**src/rtl/rfsh_pkg.sv**
```systemverilog
package rfsh_pkg;
  typedef enum logic [1:0] {MODE_PAUSE, MODE_WAKE, MODE_RUN} mode_e;
  typedef enum logic [1:0] {PH_IDLE, PH_SETUP, PH_ACTIVE, PH_PRE} phase_e;

  function automatic int unsigned ns_to_cyc(int unsigned ns, int unsigned mhz);
    int unsigned c;
    c = (ns * mhz + 999) / 1000;
    return (c == 0) ? 1 : c;
  endfunction
endpackage

```
**src/rtl/rfsh_cbr_engine.sv**
```systemverilog
module rfsh_cbr_engine
  import rfsh_pkg::*;
#(
  parameter int unsigned CSR_CYC = 1,
  parameter int unsigned CHR_CYC = 1,
  parameter int unsigned RAS_CYC = 3,
  parameter int unsigned RP_CYC  = 2
) (
  input  logic clk,
  input  logic rst_n,
  input  logic start,
  output logic busy,
  output logic ras_n,
  output logic cas_n
);
  localparam int unsigned M1   = (CSR_CYC > RAS_CYC) ? CSR_CYC : RAS_CYC;
  localparam int unsigned M2   = (RP_CYC > CHR_CYC) ? RP_CYC : CHR_CYC;
  localparam int unsigned MAXC = (M1 > M2) ? M1 : M2;
  localparam int unsigned CW   = $clog2(MAXC + 1);

  phase_e        phase_q, phase_d;
  logic [CW-1:0] cnt_q, cnt_d;

  always_comb begin
    phase_d = phase_q;
    cnt_d   = cnt_q;
    case (phase_q)
      PH_IDLE: if (start) begin
        phase_d = PH_SETUP;
        cnt_d   = '0;
      end
      PH_SETUP: if (cnt_q == CW'(CSR_CYC - 1)) begin
        phase_d = PH_ACTIVE;
        cnt_d   = '0;
      end else cnt_d = cnt_q + 1'b1;
      PH_ACTIVE: if (cnt_q == CW'(RAS_CYC - 1)) begin
        phase_d = PH_PRE;
        cnt_d   = '0;
      end else cnt_d = cnt_q + 1'b1;
      PH_PRE: if (cnt_q == CW'(RP_CYC - 1)) begin
        phase_d = PH_IDLE;
        cnt_d   = '0;
      end else cnt_d = cnt_q + 1'b1;
      default: phase_d = PH_IDLE;
    endcase
  end

  always_ff @(posedge clk or negedge rst_n) begin
    if (!rst_n) begin
      phase_q <= PH_IDLE;
      cnt_q   <= '0;
    end else begin
      phase_q <= phase_d;
      cnt_q   <= cnt_d;
    end
  end

  assign busy  = (phase_q != PH_IDLE);
  assign ras_n = (phase_q != PH_ACTIVE);
  assign cas_n = !((phase_q == PH_SETUP) ||
                   ((phase_q == PH_ACTIVE) && (cnt_q < CW'(CHR_CYC))));

  // the row strobe falls only after the column strobe was already low
  assert_cas_before_ras_R5: assert property (@(posedge clk) disable iff (!rst_n)
    $fell(ras_n) |-> (!cas_n && $past(!cas_n)));
  // precharge follows every row strobe release
  assert_precharge_R5: assert property (@(posedge clk) disable iff (!rst_n)
    $rose(ras_n) |=> ras_n);
  // column strobe is high again by the time RAS rises
  assert_cas_up_at_ras_rise_R5: assert property (@(posedge clk) disable iff (!rst_n)
    $rose(ras_n) |-> cas_n);
endmodule

```
**src/rtl/rfsh_interval_timer.sv**
```systemverilog
module rfsh_interval_timer #(
  parameter int unsigned REFI_CYC = 780
) (
  input  logic clk,
  input  logic rst_n,
  input  logic en,
  output logic tick
);
  localparam int unsigned TW = $clog2(REFI_CYC + 1);

  logic [TW-1:0] tmr_q, tmr_d;

  assign tick = en && (tmr_q == TW'(REFI_CYC - 1));

  always_comb begin
    if (!en)      tmr_d = '0;
    else if (tick) tmr_d = '0;
    else          tmr_d = tmr_q + 1'b1;
  end

  always_ff @(posedge clk or negedge rst_n) begin
    if (!rst_n) tmr_q <= '0;
    else        tmr_q <= tmr_d;
  end
endmodule

```
**src/rtl/rfsh_ctrl.sv**
```systemverilog
module rfsh_ctrl
  import rfsh_pkg::*;
#(
  parameter int unsigned PAUSE_CYC   = 10000,
  parameter int unsigned WAKE_N      = 8,
  parameter int unsigned OWED_MAX    = 9,
  parameter int unsigned OWED_THRESH = 8
) (
  input  logic clk,
  input  logic rst_n,
  input  logic gnt,
  input  logic busy,
  input  logic tick,
  output logic req,
  output logic start,
  output logic run,
  output logic init_done
);
  localparam int unsigned PW = $clog2(PAUSE_CYC + 1);
  localparam int unsigned WW = $clog2(WAKE_N + 1);
  localparam int unsigned OW = $clog2(OWED_MAX + 1);

  mode_e         mode_q, mode_d;
  logic [PW-1:0] pause_q, pause_d;
  logic [WW-1:0] wake_q, wake_d;
  logic [OW-1:0] owed_q, owed_d;
  logic          overrun;

  assign overrun   = owed_q > OW'(OWED_THRESH);
  assign req       = !busy && (((mode_q == MODE_WAKE) && (wake_q != '0)) ||
                               ((mode_q == MODE_RUN) && (owed_q != '0) && !overrun));
  assign start     = req && gnt;
  assign run       = (mode_q == MODE_RUN);
  assign init_done = run;

  always_comb begin
    mode_d  = mode_q;
    pause_d = pause_q;
    wake_d  = wake_q;
    owed_d  = owed_q;
    case (mode_q)
      MODE_PAUSE: begin
        if (pause_q == PW'(PAUSE_CYC - 1)) begin
          mode_d = MODE_WAKE;
          wake_d = WW'(WAKE_N);
        end else pause_d = pause_q + 1'b1;
      end
      MODE_WAKE: begin
        if (start) wake_d = wake_q - 1'b1;
        else if ((wake_q == '0) && !busy) begin
          mode_d = MODE_RUN;
          owed_d = '0;
        end
      end
      MODE_RUN: begin
        if (overrun) begin
          mode_d = MODE_WAKE;
          wake_d = WW'(WAKE_N);
          owed_d = '0;
        end else begin
          case ({tick, start})
            2'b10:   if (owed_q != OW'(OWED_MAX)) owed_d = owed_q + 1'b1;
            2'b01:   owed_d = owed_q - 1'b1;
            default: owed_d = owed_q;
          endcase
        end
      end
      default: mode_d = MODE_PAUSE;
    endcase
  end

  always_ff @(posedge clk or negedge rst_n) begin
    if (!rst_n) begin
      mode_q  <= MODE_PAUSE;
      pause_q <= '0;
      wake_q  <= '0;
      owed_q  <= '0;
    end else begin
      mode_q  <= mode_d;
      pause_q <= pause_d;
      wake_q  <= wake_d;
      owed_q  <= owed_d;
    end
  end

  // nothing is started during the power-up pause
  assert_pause_quiet_R2: assert property (@(posedge clk) disable iff (!rst_n)
    (mode_q == MODE_PAUSE) |-> !start);
  // backlog never passes its saturation limit
  assert_owed_bound_R6: assert property (@(posedge clk) disable iff (!rst_n)
    owed_q <= OW'(OWED_MAX));
  // a backlog past the threshold restarts the wake-up burst
  assert_overrun_rewake_R8: assert property (@(posedge clk) disable iff (!rst_n)
    ((mode_q == MODE_RUN) && overrun) |=> ((mode_q == MODE_WAKE) && (wake_q == WW'(WAKE_N))));
  // init-done only rises once the wake-up burst is spent
  assert_init_after_wake_R3: assert property (@(posedge clk) disable iff (!rst_n)
    $rose(init_done) |-> ($past(mode_q == MODE_WAKE) && $past(wake_q == '0)));
endmodule

```
**src/rtl/dram_rfsh_seq.sv**
```systemverilog
module dram_rfsh_seq
  import rfsh_pkg::*;
#(
  parameter int unsigned CLK_MHZ     = 50,
  parameter int unsigned PAUSE_US    = 200,
  parameter int unsigned REFI_NS     = 15600,
  parameter int unsigned WAKE_N      = 8,
  parameter int unsigned OWED_MAX    = 9,
  parameter int unsigned OWED_THRESH = 8,
  parameter int unsigned CSR_NS      = 10,
  parameter int unsigned CHR_NS      = 10,
  parameter int unsigned RAS_NS      = 60,
  parameter int unsigned RP_NS       = 40
) (
  input  logic clk,
  input  logic rst_n,
  input  logic rfsh_gnt,
  output logic rfsh_req,
  output logic rfsh_busy,
  output logic ras_n,
  output logic cas_n,
  output logic init_done
);
  localparam int unsigned PAUSE_CYC = PAUSE_US * CLK_MHZ;
  localparam int unsigned REFI_CYC  = REFI_NS * CLK_MHZ / 1000;
  localparam int unsigned CSR_CYC   = ns_to_cyc(CSR_NS, CLK_MHZ);
  localparam int unsigned CHR_CYC   = ns_to_cyc(CHR_NS, CLK_MHZ);
  localparam int unsigned RAS_CYC   = ns_to_cyc(RAS_NS, CLK_MHZ);
  localparam int unsigned RP_CYC    = ns_to_cyc(RP_NS, CLK_MHZ);

  logic start, run, tick;

  rfsh_ctrl #(
    .PAUSE_CYC(PAUSE_CYC), .WAKE_N(WAKE_N),
    .OWED_MAX(OWED_MAX), .OWED_THRESH(OWED_THRESH)
  ) u_ctrl (
    .clk(clk), .rst_n(rst_n), .gnt(rfsh_gnt), .busy(rfsh_busy), .tick(tick),
    .req(rfsh_req), .start(start), .run(run), .init_done(init_done)
  );

  rfsh_interval_timer #(.REFI_CYC(REFI_CYC)) u_timer (
    .clk(clk), .rst_n(rst_n), .en(run), .tick(tick)
  );

  rfsh_cbr_engine #(
    .CSR_CYC(CSR_CYC), .CHR_CYC(CHR_CYC), .RAS_CYC(RAS_CYC), .RP_CYC(RP_CYC)
  ) u_engine (
    .clk(clk), .rst_n(rst_n), .start(start),
    .busy(rfsh_busy), .ras_n(ras_n), .cas_n(cas_n)
  );

  // a granted request opens the sequence with CAS low and RAS high
  assert_grant_starts_R4: assert property (@(posedge clk) disable iff (!rst_n)
    (rfsh_req && rfsh_gnt) |=> (rfsh_busy && !cas_n && ras_n));
  // grant without request leaves the strobes idle
  assert_grant_ignored_R9: assert property (@(posedge clk) disable iff (!rst_n)
    (!rfsh_req && !rfsh_busy) |=> !rfsh_busy);
endmodule

```
**config.mk**
```make
export PLATFORM = sky130hd
export DESIGN_NAME = dram_rfsh_seq
export DESIGN_NICKNAME = d
export VERILOG_FILES = /design/src/rtl/rfsh_pkg.sv /design/src/rtl/rfsh_cbr_engine.sv /design/src/rtl/rfsh_interval_timer.sv /design/src/rtl/rfsh_ctrl.sv /design/src/rtl/dram_rfsh_seq.sv
export SDC_FILE = /design/constraint.sdc
export NUM_CORES = 1
export LEC_CHECK = 0
export BUFFER_PORTS_ARGS = -buffer_cell sky130_fd_sc_hd__clkbuf_2
export CAP_MARGIN = 10
export CELL_PAD_IN_SITES_DETAIL_PLACEMENT = 0
export CELL_PAD_IN_SITES_GLOBAL_PLACEMENT = 1
export CORE_AREA = 5 5 71 73
export CTS_BUF_LIST = sky130_fd_sc_hd__clkbuf_8
export CTS_CLUSTER_DIAMETER = 100
export DETAILED_ROUTE_END_ITERATION = 6
export DIE_AREA = 0 0 76 78
export MAX_ROUTING_LAYER = met4
export PLACE_DENSITY = 0.78
export SETUP_SLACK_MARGIN = 0.1
export SKIP_LAST_GASP = 1
export SLEW_MARGIN = 20
export SYNTH_ARGS = -nofsm -noshare
export SYNTH_HDL_FRONTEND = slang
export SYNTH_SLANG_ARGS = --single-unit
```
**constraint.sdc**
```tcl
create_clock -name clk -period 3.9 [get_ports clk]
set_input_delay 0.39 -clock clk [delete_from_list [all_inputs] [get_ports clk]]
set_output_delay 0.39 -clock clk [all_outputs]
set_load 0.01 [all_outputs]
```
* After elaboration in Yosys (flattened, before gate mapping) *
Index checks and enable logic that the tools add are counted.

word-level totals
  bits in registers = 38
  logic and storage cells = 94
  input bits = 3
  output and inout bits = 5

cells by class
  equal/unequal tests = 24
  add/subtract/negate cells = 6
  mux-type cells = 27
  reduce and logical (&&, ||, !) cells = 27
  order comparisons = 2
  bitwise gates (word level) = 1

operators with widths
  cell                                                    number
  two-way mux 4 bit                                       7
  two-way mux 2 bit                                       12
  two-way mux 10 bit                                      2
  case mux 2 bit (4 select lines)                         2
  case mux 4 bit (2 select lines)                         2
  adder 14 x 1 -> 14 bit (second input constant)          1
  equality test 14 bit (second input constant)            1
  inequality test 4 bit (second input constant)           3
  case mux 4 bit (3 select lines)                         1
  AND reduction 4 bit                                     3
  adder 10 x 1 -> 10 bit (second input constant)          1
  equality test 10 bit (second input constant)            1
  equality test 2 bit (second input constant)             5
  inequality test 2 x 1 -> 1 bit (second input constant)  5
  inequality test 2 bit (second input constant)           5
  equality test 2 x 1 -> 1 bit (second input constant)    4
  logical AND 1 bit                                       8
  nonzero test 4 bit                                      2
  subtractor 4 x 1 -> 4 bit (second input constant)       2
  logical NOT 2 bit                                       3
  case mux 2 bit (3 select lines)                         1
  AND reduction 5 bit                                     1
  adder 4 x 1 -> 4 bit (second input constant)            1
  > comparator 4 bit (second input constant)              1
  9 further kinds                                         13

* Logic depth before layout (Yosys ltp) *
Gate-level depths: netlist (run 1).

  depth after elaboration = 10
  depth in mapped cells = 13

* Modules after synthesis *
From an unflattened synthesis (run 1), not the netlist that was laid out.

second synthesis, totals
  cell total of the unflattened synthesis = 214
  area total of the unflattened synthesis = 2205.9 µm²

by module, submodules not included
  module               times used  cells an instance  seq. area each (µm²)  area each (µm²)
  rfsh_ctrl            1           131                600.6                 1342.5
  rfsh_interval_timer  1           50                 250.2                 509.2
  rfsh_cbr_engine      1           33                 100.1                 354.1

* Least setup slack after synthesis (run 1) *
No wires, ideal clock.

  path kind = reg2reg
  start = register u_ctrl.owed_q[0]
  end = register u_ctrl.owed_q[3]
  arrival = 2604 ps
  setup slack = 1214 ps
  required time = 3817 ps
  setup time = 83 ps
  cell stages (with the launch flop) = 12
  period minus slack after synthesis = 2686 ps
  buffers on the path = 0
  cells stage by stage = dfrtp_1 > o31a_1 > o32ai_1 > nand3_1 > inv_1 > ha_1 > ha_1 > a21o_1 > a21oi_1 > xor2_1 > or4_1 > o21ai_0

on the way
  word-level cells in the longest chain between the ends = 10

RTL lines
  item                                                                 line                              source
  from (decl)                                                          rfsh_ctrl.sv:26                   logic [OW-1:0] owed_q, owed_d;
  from (signal assigned)                                               rfsh_ctrl.sv:82                   owed_q <= owed_d;
  > comparator 4 bit or nonzero test 4 bit (tied branches)             rfsh_ctrl.sv:29, rfsh_ctrl.sv:31
  logical NOT 1 bit or logical AND 1 bit (tied branches)               rfsh_ctrl.sv:31                   ((mode_q == MODE_RUN) && (owed_q != '0) && !overrun));
  logical AND 1 bit                                                    rfsh_ctrl.sv:31
  logical OR 1 bit                                                     rfsh_ctrl.sv:30                   assign req = !busy && (((mode_q == MODE_WAKE) && (wake_q != '0)) ||
  logical AND 1 bit                                                    rfsh_ctrl.sv:30
  logical AND 1 bit                                                    rfsh_ctrl.sv:32                   assign start = req && gnt;
  equality test 2 x 1 -> 1 bit or equality test 2 bit (tied branches)  rfsh_ctrl.sv:61                   case ({tick, start})
  case mux 4 bit (2 select lines)                                      rfsh_ctrl.sv:61
  two-way mux 4 bit                                                    rfsh_ctrl.sv:56                   if (overrun) begin
  case mux 4 bit (2 select lines)                                      rfsh_ctrl.sv:41                   case (mode_q)

Parallel ways exist; a longest one is shown, timed or not. The select of a mux whose other input is x is not followed.
A chain may end at the register's enable or synchronous reset.

* Worst setup path after layout (run 1) *
Same ends and word-level chain as after synthesis.

==> results of run 1 <==
-- kinds of logic after synthesis --
| family | Yosys count | share of synthesized area, % |
|---|---|---|
| compound gates | 22 | 7.19 |
| xor+xnor | 25 | 10.4 |
| fa+ha+maj | 18 | 11.1 |
| buf+inv | 15 | 2.85 |
| flops | 38 | 45.2 |
| mux | 6 | 3.15 |
| simple gates | 84 | 20.2 |
-- routing by layer --
layer	vias to the layer above	global-route usage [%]	share of wire, %
met5	-	-	0
met4	0	6.76	2.5
met3	11	2.66	2.6
met2	23	23.5	49
met1	735	16.8	45
li1	742	-	-
-- critical path, cell delays in order (launching register included) --
cell     delay, ns
dfrtp_1       0.47
o31a_1        0.35
o32ai_1       0.32
nand3_1       0.20
inv_1         0.11
ha_1          0.27
ha_1          0.27
a21o_1        0.16
a21oi_1       0.19
xor2_1        0.12
or4_1         0.40
o21ai_0       0.08
-- flip-flops by register name, summed over array words and instances, names as in the netlist --
signal	flops
u_engine.cnt_q	2
u_ctrl.owed_q	4
u_timer.tmr_q	10
u_ctrl.pause_q	14
u_ctrl.mode_q	2
u_ctrl.wake_q	4
u_engine.phase_q	2
-- worst paths after layout --
kind / from / endpoint / cells past startpoint
max: u_ctrl.owed_q[0] / u_ctrl.owed_q[3] / 11
min: rst_n / u_timer.tmr_q[1] / 1
max reg2reg: u_ctrl.owed_q[0] / u_ctrl.owed_q[3] / 11
min reg2reg: u_ctrl.pause_q[13] / u_ctrl.pause_q[13] / 1
max in group asynchronous: rst_n / u_ctrl.wake_q[0] / 1
min in group clk: rfsh_gnt / u_ctrl.wake_q[1] / 3
-- layout make-up --
| type | count | area, µm² |
|---|---|---|
| well taps | 52 | 65.1 |
| flip-flops and latches | 38 | 951 |
| clock inverters | 2 | 10.0 |
| inverters | 14 | 52.6 |
| repair buffers | 7 | 35.0 |
| multi-input cells | 155 | 1090 |
| fillers | 405 | 2020 |
| clock buffers | 5 | 68.8 |
-- metrics by stage --
stage | utilization, % | total power, µW
6_report | 53.0 | 654
5_1_grt | 53.0 | 684
4_1_cts | 53.0 | 668
3_5_place_dp | 51.2 | 411
3_3_place_gp | 51.2 | 410
2_1_floorplan | - | 402
-- placed cells by master, fill, tap and decap left out, types with 4 or more instances in the layout --
cell type and instances:
clkbuf_8 5, nand2_1 24, ha_1 17, dfrtp_1 38
clkbuf_2 7, xnor2_1 17, o21ai_0 5, inv_1 14
o31ai_1 5, xor2_1 8, nor3_1 4, a21oi_1 4
mux2_2 5, nand3_1 12, nor2_1 18
-- report_power, final --
part / leakage (µW) / internal, µW / switching [µW]
Combinational: 0.000463 / 0.780 / 7.68
Clock: 0.0000438 / 120 / 131
Sequential: 0.000506 / 394 / 0
==> metrics.md, run 1 <==
| Metric | Value |
|---|---|
| Initial antenna violation count | 0 |
| Worst setup margin | around 0.90 ns |
| DRT Pass-1 Iters | 6 |
| Average wire per standard cell | between 10 and 15 µm |
| Worst Path Class, Setup | register to register |
| Slew margin rel. | between 30% and 40% |
| Final instance area | roughly 0.0023 mm² |
| CP arrival | 3.21 ns |
| CORE AREA | about 0.0043 mm² |
| Async S/R FF share, synth | between 90% and 100% |
| Largest net degree at the start of global routing | 39 |
| Total gr overflow | 0 |
| Syn Area/Cell | around 10 µm² |
| Routed WL | ~3.8 mm |
| Worst path required time | between 4 and 5 ns |
| Min Tclk post-route | between 3 and 4 ns |
| Detailed Route Iter0 Violations | between 40 and 50 |
| Row count | 24 |
| Status | finished, final reports clean |
| Syn_nets | around 230 |
| P_leak | slightly above 0.001 µW |
| Ranking of synthesized cells by area | dfrtp_1 45%, ha_1 10%, xnor2_1 7.1%, nand2_1 4.3%, xor2_1 3.3% |
| Share of layout cells above drive strength 1 | about a tenth |
| Worst-Skew Late Latency | about 0.29 ns |
| Seq/Total Area, Yosys | 45.2% |
| Most numerous cell in the Yosys netlist | dfrtp_1 |
| Final Hold Fails | 0 |
| Post-Place Worst Slack | 0.941 ns |
| Post-DRT Antenna Nets | 0 |
| CTS clk-pin slew, worst paths | roughly 0.080 ns |
| Dpl cells | 266 |
| Vias/cell | roughly 5.5 |
| Clock Path Buffers | 2 |
| Placed Area | roughly 0.0022 mm² |
| TritonCTS clock tree | built |
| Worst setup SP type | register |
| Worst-path fanout max | 7 |
| Slew @ Worst Pin | between 0.9 and 1 ns |
| IO Count | 8 |
| Pwr Density | approximately 290 mW/mm² |
| Worst Hold Slack | between 0.2 and 0.25 ns |
| Number of distinct library cells after synthesis | 39 |
| H-tree depth | 2 |
| Post-CTS Resized | 0 |
| Sum Neg Setup Slack | 0 ns |
| Final Cycle Share | a little under 80% |
| Clk sinks | 38 |
| DIE WIDTH | approximately 76 µm |
| Starting Density | about 50% |
| First-pass GRT wire length | slightly below 7 mm |
| EDFF count, synth | 0 |
| Area share of the largest cell type after synthesis | between 40% and 50% |
| Area grow syn2layout | 8.14% |
| Final setup fails | 0 |
| Achievable frequency | between 300 and 400 MHz |
| Area leader, netlist | dfrtp_1 |
| CTS root buf | clkbuf_8 |
| Worst min-delay path category | primary input to async pin |
| RSZ-0062 raised after global routing | no |
| Setup Buffers After CTS | 0 |
| Hpwl dp | 2.86 mm |
| Via count of the first global-routing pass | 1569 |
| Routability cong. | about 0.9 |
| Full die area | around 0.0059 mm² |
| Synthesis Warnings | 0 |
| Syn Inst Count | between 200 and 250 |
| DRC Markers | 0 |
| Top_reg_cell synth | dfrtp_1 |
| Synth cell count leaders | 38 x dfrtp_1, 24 x nand2_1, 18 x nor2_1, 17 x ha_1, 17 x xnor2_1 |
| Crit end category | register |
| Overall Global Routing Usage | around 14% |
| Max cap viols | 0 |
| Flops & latches, synth | 38 |
| Net count, final | approximately 240 |
| Antenna Cells | 0 |
| Hold-fix buffers, CTS | 0 |
| Routed vias | between 1.5k and 2k |
| Port Buffers | 7 |
| Max-slew violations | 0 |
| Worst reg-to-reg setup slack | around 0.9 ns |
| Worst vdd ir | about 0.00018 V |
| CTS buffer count | 5 |
| Final Non-Filler Cells | 273 |
| Area of the mapped netlist | between 0.002 and 0.0025 mm² |
| Die H | between 70 and 80 µm |
| Clock skew | 0.00858 ns |
(Power assumes the default switching activity.)
==> run 2: changes to the inputs <==
--- a/config.mk
+++ b/config.mk
@@ -5,17 +5,18 @@
 export SDC_FILE = /design/constraint.sdc
 export NUM_CORES = 1
 export LEC_CHECK = 0
+export ABC_AREA = 1
 export BUFFER_PORTS_ARGS = -buffer_cell sky130_fd_sc_hd__clkbuf_2
 export CAP_MARGIN = 10
 export CELL_PAD_IN_SITES_DETAIL_PLACEMENT = 0
 export CELL_PAD_IN_SITES_GLOBAL_PLACEMENT = 1
-export CORE_AREA = 5 5 71 73
+export CORE_AREA = 5 5 76 78
 export CTS_BUF_LIST = sky130_fd_sc_hd__clkbuf_8
 export CTS_CLUSTER_DIAMETER = 100
 export DETAILED_ROUTE_END_ITERATION = 6
-export DIE_AREA = 0 0 76 78
+export DIE_AREA = 0 0 81 83
 export MAX_ROUTING_LAYER = met4
-export PLACE_DENSITY = 0.78
+export PLACE_DENSITY = 0.79
 export SETUP_SLACK_MARGIN = 0.1
 export SKIP_LAST_GASP = 1
 export SLEW_MARGIN = 20
==> constraint.sdc (replaced) <==
create_clock -name clk -period 2.9 [get_ports clk]
set_input_delay 0.29 -clock clk [delete_from_list [all_inputs] [get_ports clk]]
set_output_delay 0.29 -clock clk [all_outputs]
set_load 0.01 [all_outputs]
==> metrics.md, run 2 <==
| Metric | Value |
|---|---|
| Status | finished, final reports clean (unchanged) |
| Syn_nets | 313 (was 229) |
| DRT Pass-1 Iters | 4 (was 6) |
| Routed WL | 4.21 mm (was 3.84 mm) |
| Slew margin rel. | 43.0% (was 37.2%) |
| RSZ-0062 raised after global routing | no (unchanged) |
| Share of layout cells above drive strength 1 | 8.82% (was 10.4%) |
| Achievable frequency | 405 MHz (was 333 MHz) |
| DRC Markers | 0 (unchanged) |
| TritonCTS clock tree | built (unchanged) |
| Slowest-stage cell, CP | dfrtp_1 (unchanged) |
| Starting Density | 46.6% (was 49.0%) |
| EDFF count, synth | 0 (unchanged) |
| Async S/R FF share, synth | 100% (unchanged) |
| Ranking of synthesized cells by area | dfrtp_1 41%, nand2_1 12%, ha_1 9.1%, nor2_1 6.0%, inv_1 5.8% (was dfrtp_1 45%, ha_1 10%, xnor2_1 7.1%, nand2_1 4.3%, xor2_1 3.3%) |
| Power share of the clock group | 41.6% (was 38.4%) |
| Via count of the first global-routing pass | 1758 (was 1569) |
| Synth cell count leaders | 77 x nand2_1, 38 x dfrtp_1, 37 x nor2_1, 36 x inv_1, 21 x nand3_1 (was 38 x dfrtp_1, 24 x nand2_1, 18 x nor2_1, 17 x ha_1, 17 x xnor2_1) |
| CTS root buf | clkbuf_8 (unchanged) |
| Most numerous cell in the Yosys netlist | nand2_1 (was dfrtp_1) |
| Max incr delay on CP | 0.44 ns (was 0.47 ns) |
| Antenna Cells | 0 (unchanged) |
| Number of distinct library cells after synthesis | 29 (was 39) |
| Biggest regs | u_ctrl.pause_q (14), u_timer.tmr_q (10) (unchanged) |
| Area of the mapped netlist | 0.00233 mm² (was 0.00211 mm²) |
| Routability cong. | 0.816 (was 0.918) |
| Clock Path Buffers | 2 (unchanged) |
| Post-DRT Antenna Nets | 0 (unchanged) |
| Seq/Total Area, Yosys | 40.8% (was 45.2%) |
| Min Tclk post-route | 2.47 ns (was 3.00 ns) |
| Fraction of power consumed by sequential logic | 57.1% (was 60.3%) |
| Worst r2r src | u_ctrl.owed_q[0] (unchanged) |
| Routed vias | 1726 (was 1511) |
| Detailed Route Iter0 Violations | 70 (was 42) |
| Worst vdd ir | 0.000156 V (was 0.000175 V) |
| CP delay by family, top | simple AND/OR/NAND/NOR gates (was compound AO/OA/AOI/OAI gates) |
| Synthesis Warnings | 0 (unchanged) |
| Worst-path fanout max | 5 (was 7) |
| Post-CTS Resized | 0 (unchanged) |
| Die H | 83 µm (was 78 µm) |
| Pwr Density | 364 mW/mm² (was 287 mW/mm²) |
| Sw Pwr | 205 µW (was 139 µW) |
| Max cap viols | 0 (unchanged) |
| Clk sinks | 38 (unchanged) |
| Max-slew violations | 0 (unchanged) |
| Final Cycle Share | 85.0% (was 76.9%) |
| Slew @ Worst Pin | 0.856 ns (was 0.943 ns) |
| Top_reg_cell synth | dfrtp_1 (unchanged) |
| Vias/cell | 4.59 (was 5.53) |
| P_leak | 0.00124 µW (was 0.00101 µW) |
| Hpwl dp | 3.10 mm (was 2.86 mm) |
| Most used cell, CP | nand2_1 (was ha_1) |
| Final setup fails | 0 (unchanged) |
| CP arrival | 2.70 ns (was 3.21 ns) |
| CTS buffer count | 5 (unchanged) |
| Worst Path Class, Setup | register to register (unchanged) |
| Overall Global Routing Usage | 14.6% (was 14.3%) |
| Net count, final | 326 (was 242) |
| Internal | 722 µW (was 515 µW) |
| Crit-path cells | nor2_1 > nand2_1 > nand2_1 > nand3_2 > nand2_4 > nand3_4 > inv_1 > ha_1 > ha_1 > nand2_1 > nand2_1 > nor2_1 > nor2_1 > nor3b_1 > nand4_1 > nand2_1 (was o31a_1 > o32ai_1 > nand3_1 > inv_1 > ha_1 > ha_1 > a21o_1 > a21oi_1 > xor2_1 > or4_1 > o21ai_0) |
| Max reg flops | 14 (unchanged) |
| Worst setup SP type | register (unchanged) |
| Crit. Startpoint | u_ctrl.owed_q[0] (unchanged) |
| Area share of the largest cell type after synthesis | 40.8% (was 45.2%) |
| Reg2reg end | u_ctrl.owed_q[3] (unchanged) |
| Clock skew | 0.00728 ns (was 0.00858 ns) |
| CORE AREA | 0.00501 mm² (was 0.00429 mm²) |
| Worst min-delay path category | primary input to async pin (unchanged) |
| DIE WIDTH | 81 µm (was 76 µm) |
| Worst reg-to-reg setup slack | 0.43 ns (was 0.90 ns) |
| Buf/Inv on CP | 1 (unchanged) |
| Initial antenna violation count | 0 (unchanged) |
| Row count | 26 (was 24) |
| Port Buffers | 7 (unchanged) |
| Most frequent cells in the layout | 77 x nand2_1, 38 x dfrtp_1, 37 x nor2_1, 36 x inv_1, 21 x nand3_1 (was 38 x dfrtp_1, 24 x nand2_1, 18 x nor2_1, 17 x xnor2_1, 17 x ha_1) |
| Syn Inst Count | 292 (was 208) |
| Hold-fix buffers, CTS | 0 (unchanged) |
| Area leader, netlist | dfrtp_1 (unchanged) |
| Top reg by flops | u_ctrl.pause_q (unchanged) |
| Worst R2R Path Depth | 16 (was 11) |
| Largest net degree at the start of global routing | 39 (unchanged) |
| Full die area | 0.00672 mm² (was 0.00593 mm²) |
| Syn Area/Cell | 7.99 µm² (was 10.1 µm²) |
| Crit end category | register (unchanged) |
| Sum Neg Setup Slack | 0 ns (unchanged) |
| Average wire per standard cell | 11.2 µm (was 14.1 µm) |
| CTS clk-pin slew, worst paths | 0.08 ns (about the same) |
| # fillers | 509 (was 405) |
| Commonest non-fill, non-tap cell in the layout | nand2_1 (was dfrtp_1) |
| Final instance area | 0.00254 mm² (was 0.00228 mm²) |
| Area grow syn2layout | 9.01% (was 8.14%) |
| Sw Ratio | 22.1% (was 21.3%) |
| H-tree depth | 2 (unchanged) |
| Post-layout util | 50.7% (was 53.0%) |
| Worst path required time | 3.13 ns (was 4.11 ns) |
| Final Hold Fails | 0 (unchanged) |
| Combinational power share | 1.3% (about the same) |
| Total gr overflow | 0 (unchanged) |
| Placed Area | 0.00245 mm² (was 0.00220 mm²) |
| First-pass GRT wire length | 7.68 mm (was 6.87 mm) |
| Flops & latches, synth | 38 (unchanged) |
| IO Count | 8 (unchanged) |
| Worst-Skew Late Latency | 0.29 ns (about the same) |
| Setup Buffers After CTS | 0 (unchanged) |
==> run 2: cell count changes after synthesis, sizes merged, moves of 3 or more <==
cell    change
nor3        +5
nand3      +12
xnor2       -8
nor2       +21
nand4       +4
o31ai       -5
inv        +23
nand2b      -3
mux2        -5
nand2      +57
==> run 2: per-stage QoR <==
stage,power (µW),cells,setup WS (ns),hold slack [ns]
2_1_floorplan,540,292,0.672,-0.00559
6_report,926,376,0.434,0.104
3_3_place_gp,553,368,0.543,0.458
5_1_grt,976,376,0.243,0.186
3_5_place_dp,553,368,0.436,0.462
4_1_cts,946,376,0.410,0.178
==> run 2: cells by family after synthesis <==
group / synth area share (%)
buffers and inverters: 6.28
XOR/XNOR: 7.14
flip-flops: 40.8
adder cells (fa/ha/maj): 9.98
AO/OA/AOI/OAI: 2.41
AND/OR/NAND/NOR: 33.4
==> run 2: how the worst max path moves through the flow <==
stage	depth (start not counted)	end	slack [ns]
after CTS	16	u_ctrl.owed_q[3]	0.41
final	16	u_ctrl.owed_q[3]	0.43
after global placement	13	u_ctrl.owed_q[3]	0.54
after global routing	16	u_ctrl.owed_q[3]	0.24
after detailed placement	16	u_ctrl.owed_q[3]	0.44
after floorplan	13	u_ctrl.owed_q[3]	0.67
==> run 2: area by class of cell <==
class / count / area [µm²] / share of cell area [%]
multi-input combinational: 216 / 1230 / 48.6
sequential: 38 / 951 / 37.4
inverter: 37 / 139 / 5.46
tap: 70 / 87.6 / 3.44
clock buffer: 6 / 82.6 / 3.25
timing repair buffer: 7 / 35.0 / 1.38
clock inverter: 2 / 12.5 / 0.492
==> run 2: per-layer routing <==
metal	part of all wire, %	GRT usage, %	wire length (µm)
met5	0	-	0
met2	43	21.4	1830
met4	1.4	4.15	60
met3	2.4	3.57	103
met1	53	19.9	2220
==> run 2: power groups by stage <==
stage	clock network [µW]	registers, µW	logic, µW
after floorplan	0	540	0.0480
after global placement	0	540	13.0
after detailed placement	0	540	13.5
after CTS	404	529	13.4
after global routing	432	529	15.2
final	385	529	12.1
==> run 3: changes to the inputs <==
--- a/config.mk
+++ b/config.mk
@@ -10,14 +10,14 @@
 export CAP_MARGIN = 10
 export CELL_PAD_IN_SITES_DETAIL_PLACEMENT = 0
 export CELL_PAD_IN_SITES_GLOBAL_PLACEMENT = 1
-export CORE_AREA = 5 5 76 78
+export CORE_AREA = 2 2 73 75
 export CTS_BUF_LIST = sky130_fd_sc_hd__clkbuf_8
 export CTS_CLUSTER_DIAMETER = 100
 export DETAILED_ROUTE_END_ITERATION = 6
-export DIE_AREA = 0 0 81 83
+export DIE_AREA = 0 0 75 77
 export MAX_ROUTING_LAYER = met4
 export PLACE_DENSITY = 0.79
-export SETUP_SLACK_MARGIN = 0.1
+export SETUP_SLACK_MARGIN = 0.4
 export SKIP_LAST_GASP = 1
 export SLEW_MARGIN = 20
 export SYNTH_ARGS = -nofsm -noshare
==> metrics.md, run 3 (synthesis gave the netlist of run 2 again) <==
| Metric | Value |
|---|---|
| Final Hold Fails | 0 (unchanged) |
| Share of layout cells above drive strength 1 | 11.7% (was 8.82%) |
| Max reg flops | 14 (unchanged) |
| Vias/cell | 4.67 (was 4.59) |
| P_leak | 0.00125 µW (was 0.00124 µW) |
| First-pass GRT wire length | 7.69 mm (was 7.68 mm) |
| Max-slew violations | 0 (unchanged) |
| Detailed Route Iter0 Violations | 107 (was 70) |
| Worst path required time | 3.13 ns (about the same) |
| Worst Path Class, Setup | register to register (unchanged) |
| Worst setup margin | 0.619 ns (was 0.434 ns) |
| Slew @ Worst Pin | 0.855 ns (was 0.856 ns) |
| Initial antenna violation count | 0 (unchanged) |
| Sum Neg Setup Slack | 0 ns (unchanged) |
| Pwr Density | 357 mW/mm² (was 364 mW/mm²) |
| Internal | 722 µW (about the same) |
| Post-DRT Antenna Nets | 0 (unchanged) |
| Final Cycle Share | 78.6% (was 85.0%) |
| Crit end category | register (unchanged) |
| Via count of the first global-routing pass | 1727 (was 1758) |
| # fillers | 477 (was 509) |
| DIE WIDTH | 75 µm (was 81 µm) |
| Min Tclk post-route | 2.28 ns (was 2.47 ns) |
| Die H | 77 µm (was 83 µm) |
| TritonCTS clock tree | built (unchanged) |
| CTS clk-pin slew, worst paths | 0.08 ns (about the same) |
| Hold-fix buffers, CTS | 0 (unchanged) |
| Worst-path fanout max | 4 (was 5) |
| Routed vias | 1765 (was 1726) |
| Biggest regs | u_ctrl.pause_q (14), u_timer.tmr_q (10) (unchanged) |
| DRT Pass-1 Iters | 4 (unchanged) |
| Routability cong. | 0.872 (was 0.816) |
| Top reg by flops | u_ctrl.pause_q (unchanged) |
| Commonest non-fill, non-tap cell in the layout | nand2_1 (unchanged) |
| Full die area | 0.00578 mm² (was 0.00672 mm²) |
| Slew margin rel. | 43.0% (about the same) |
| Hpwl dp | 3.07 mm (was 3.10 mm) |
| Worst vdd ir | 0.000198 V (was 0.000156 V) |
| Fraction of power consumed by sequential logic | 57.3% (was 57.1%) |
| Clock Path Buffers | 2 (unchanged) |
| Sw Ratio | 21.9% (was 22.1%) |
| Most frequent cells in the layout | 77 x nand2_1, 37 x dfrtp_1, 36 x nor2_1, 35 x inv_1, 21 x nand3_1 (was 77 x nand2_1, 38 x dfrtp_1, 37 x nor2_1, 36 x inv_1, 21 x nand3_1) |
| CTS buffer count | 5 (unchanged) |
| DRC Markers | 0 (unchanged) |
| Net count, final | 328 (was 326) |
| Achievable frequency | 438 MHz (was 405 MHz) |
| Antenna Cells | 0 (unchanged) |
| Largest net degree at the start of global routing | 39 (unchanged) |
| Routed WL | 4.14 mm (was 4.21 mm) |
| Starting Density | 46.9% (was 46.6%) |
| Status | finished, final reports clean (unchanged) |
| Worst setup SP type | register (unchanged) |
| Area grow syn2layout | 10.9% (was 9.01%) |
| Worst min-delay path category | primary input to async pin (unchanged) |
| RSZ-0062 raised after global routing | no (unchanged) |
| Overall Global Routing Usage | 17.3% (was 14.6%) |
| Design Power | 924 µW (was 926 µW) |
| Worst-Skew Late Latency | 0.29 ns (about the same) |
| IO Count | 8 (unchanged) |
| H-tree depth | 2 (unchanged) |
| CTS root buf | clkbuf_8 (unchanged) |
| Final setup fails | 0 (unchanged) |
| Average wire per standard cell | 10.9 µm (was 11.2 µm) |
| Clk sinks | 38 (unchanged) |
| Post-Place Worst Slack | 0.425 ns (was 0.436 ns) |
| CP arrival | 2.51 ns (was 2.70 ns) |
| Max cap viols | 0 (unchanged) |
| Total gr overflow | 0 (unchanged) |
| Clock skew | 0.00567 ns (was 0.00728 ns) |
| Row count | 26 (unchanged) |
| Power share of the clock group | 41.4% (was 41.6%) |
| CORE AREA | 0.00498 mm² (was 0.00501 mm²) |
| Port Buffers | 7 (unchanged) |
| Sw Pwr | 203 µW (was 205 µW) |
| Combinational power share | 1.3% (about the same) |
[run 3: metrics by stage]
stage	util, %	hold WS, ns	area, µm²	std cells
after global routing	52.0	0.185	2590	378
after global placement	49.2	0.470	2450	368
after detailed placement	49.2	0.459	2450	368
after floorplan	-	-0.00559	2330	292
after CTS	51.1	0.183	2540	376
final	52.0	0.107	2590	378
[run 3: layer usage]
metal	vias to the layer above	share of wire, %	global-route usage (%)
met1	799	51	24.1
met4	0	1.3	5.36
met2	12	45	25.1
met5	-	0	-
met3	7	2.1	3.55
li1	947	-	-
[run 3: power by group through the flow]
| stage | combinational, µW | clock, µW | sequential (µW) |
|---|---|---|---|
| 6_report | 12.1 | 383 | 529 |
| 5_1_grt | 15.0 | 425 | 529 |
| 4_1_cts | 13.4 | 401 | 529 |
| 3_5_place_dp | 13.3 | 0 | 540 |
| 3_3_place_gp | 13.0 | 0 | 540 |
| 2_1_floorplan | 0.0480 | 0 | 540 |
[run 3: path summary, 6_finish.rpt]
kind	end	from	slack (ns)	cells past startpoint
worst min-delay path	u_timer.tmr_q[9]	rst_n	0.11	1
worst min register to register	u_ctrl.wake_q[0]	u_ctrl.wake_q[0]	0.48	2
worst max register to register	u_ctrl.owed_q[2]	u_timer.tmr_q[0]	0.62	11
worst max-delay path	u_ctrl.owed_q[2]	u_timer.tmr_q[0]	0.62	11
max in group asynchronous	u_ctrl.owed_q[0]	rst_n	2.21	1
min in group clk	u_ctrl.wake_q[0]	rfsh_gnt	0.42	5
[run 3: what timing repair did]
action	4_1_cts	5_1_grt
buffers inserted	0	2
endpoints found under the setup margin	0	1
gates resized for setup	0	8
[run 3: final cells by class]
cell class                 count  area [µm²]  area share, %
tap                           70        87.6           3.38
inverter                      37         139           5.37
sequential                    38         952           36.8
multi-input combinational    216        1260           48.8
clock inverter                 2        12.5          0.484
clock buffer                   6        82.6           3.19
timing repair buffer           9        50.0           1.93
[run 3: worst max-delay path: stages (launching register included)]
cell and delay [ns]:
dfrtp_1 0.39, ha_2 0.20, inv_1 0.05, nor4_2 0.14
nand4_1 0.21, ha_4 0.24, buf_4 0.13, fa_1 0.42
xnor2_1 0.14, nor2_1 0.11, nand4_1 0.10, nand2_1 0.08
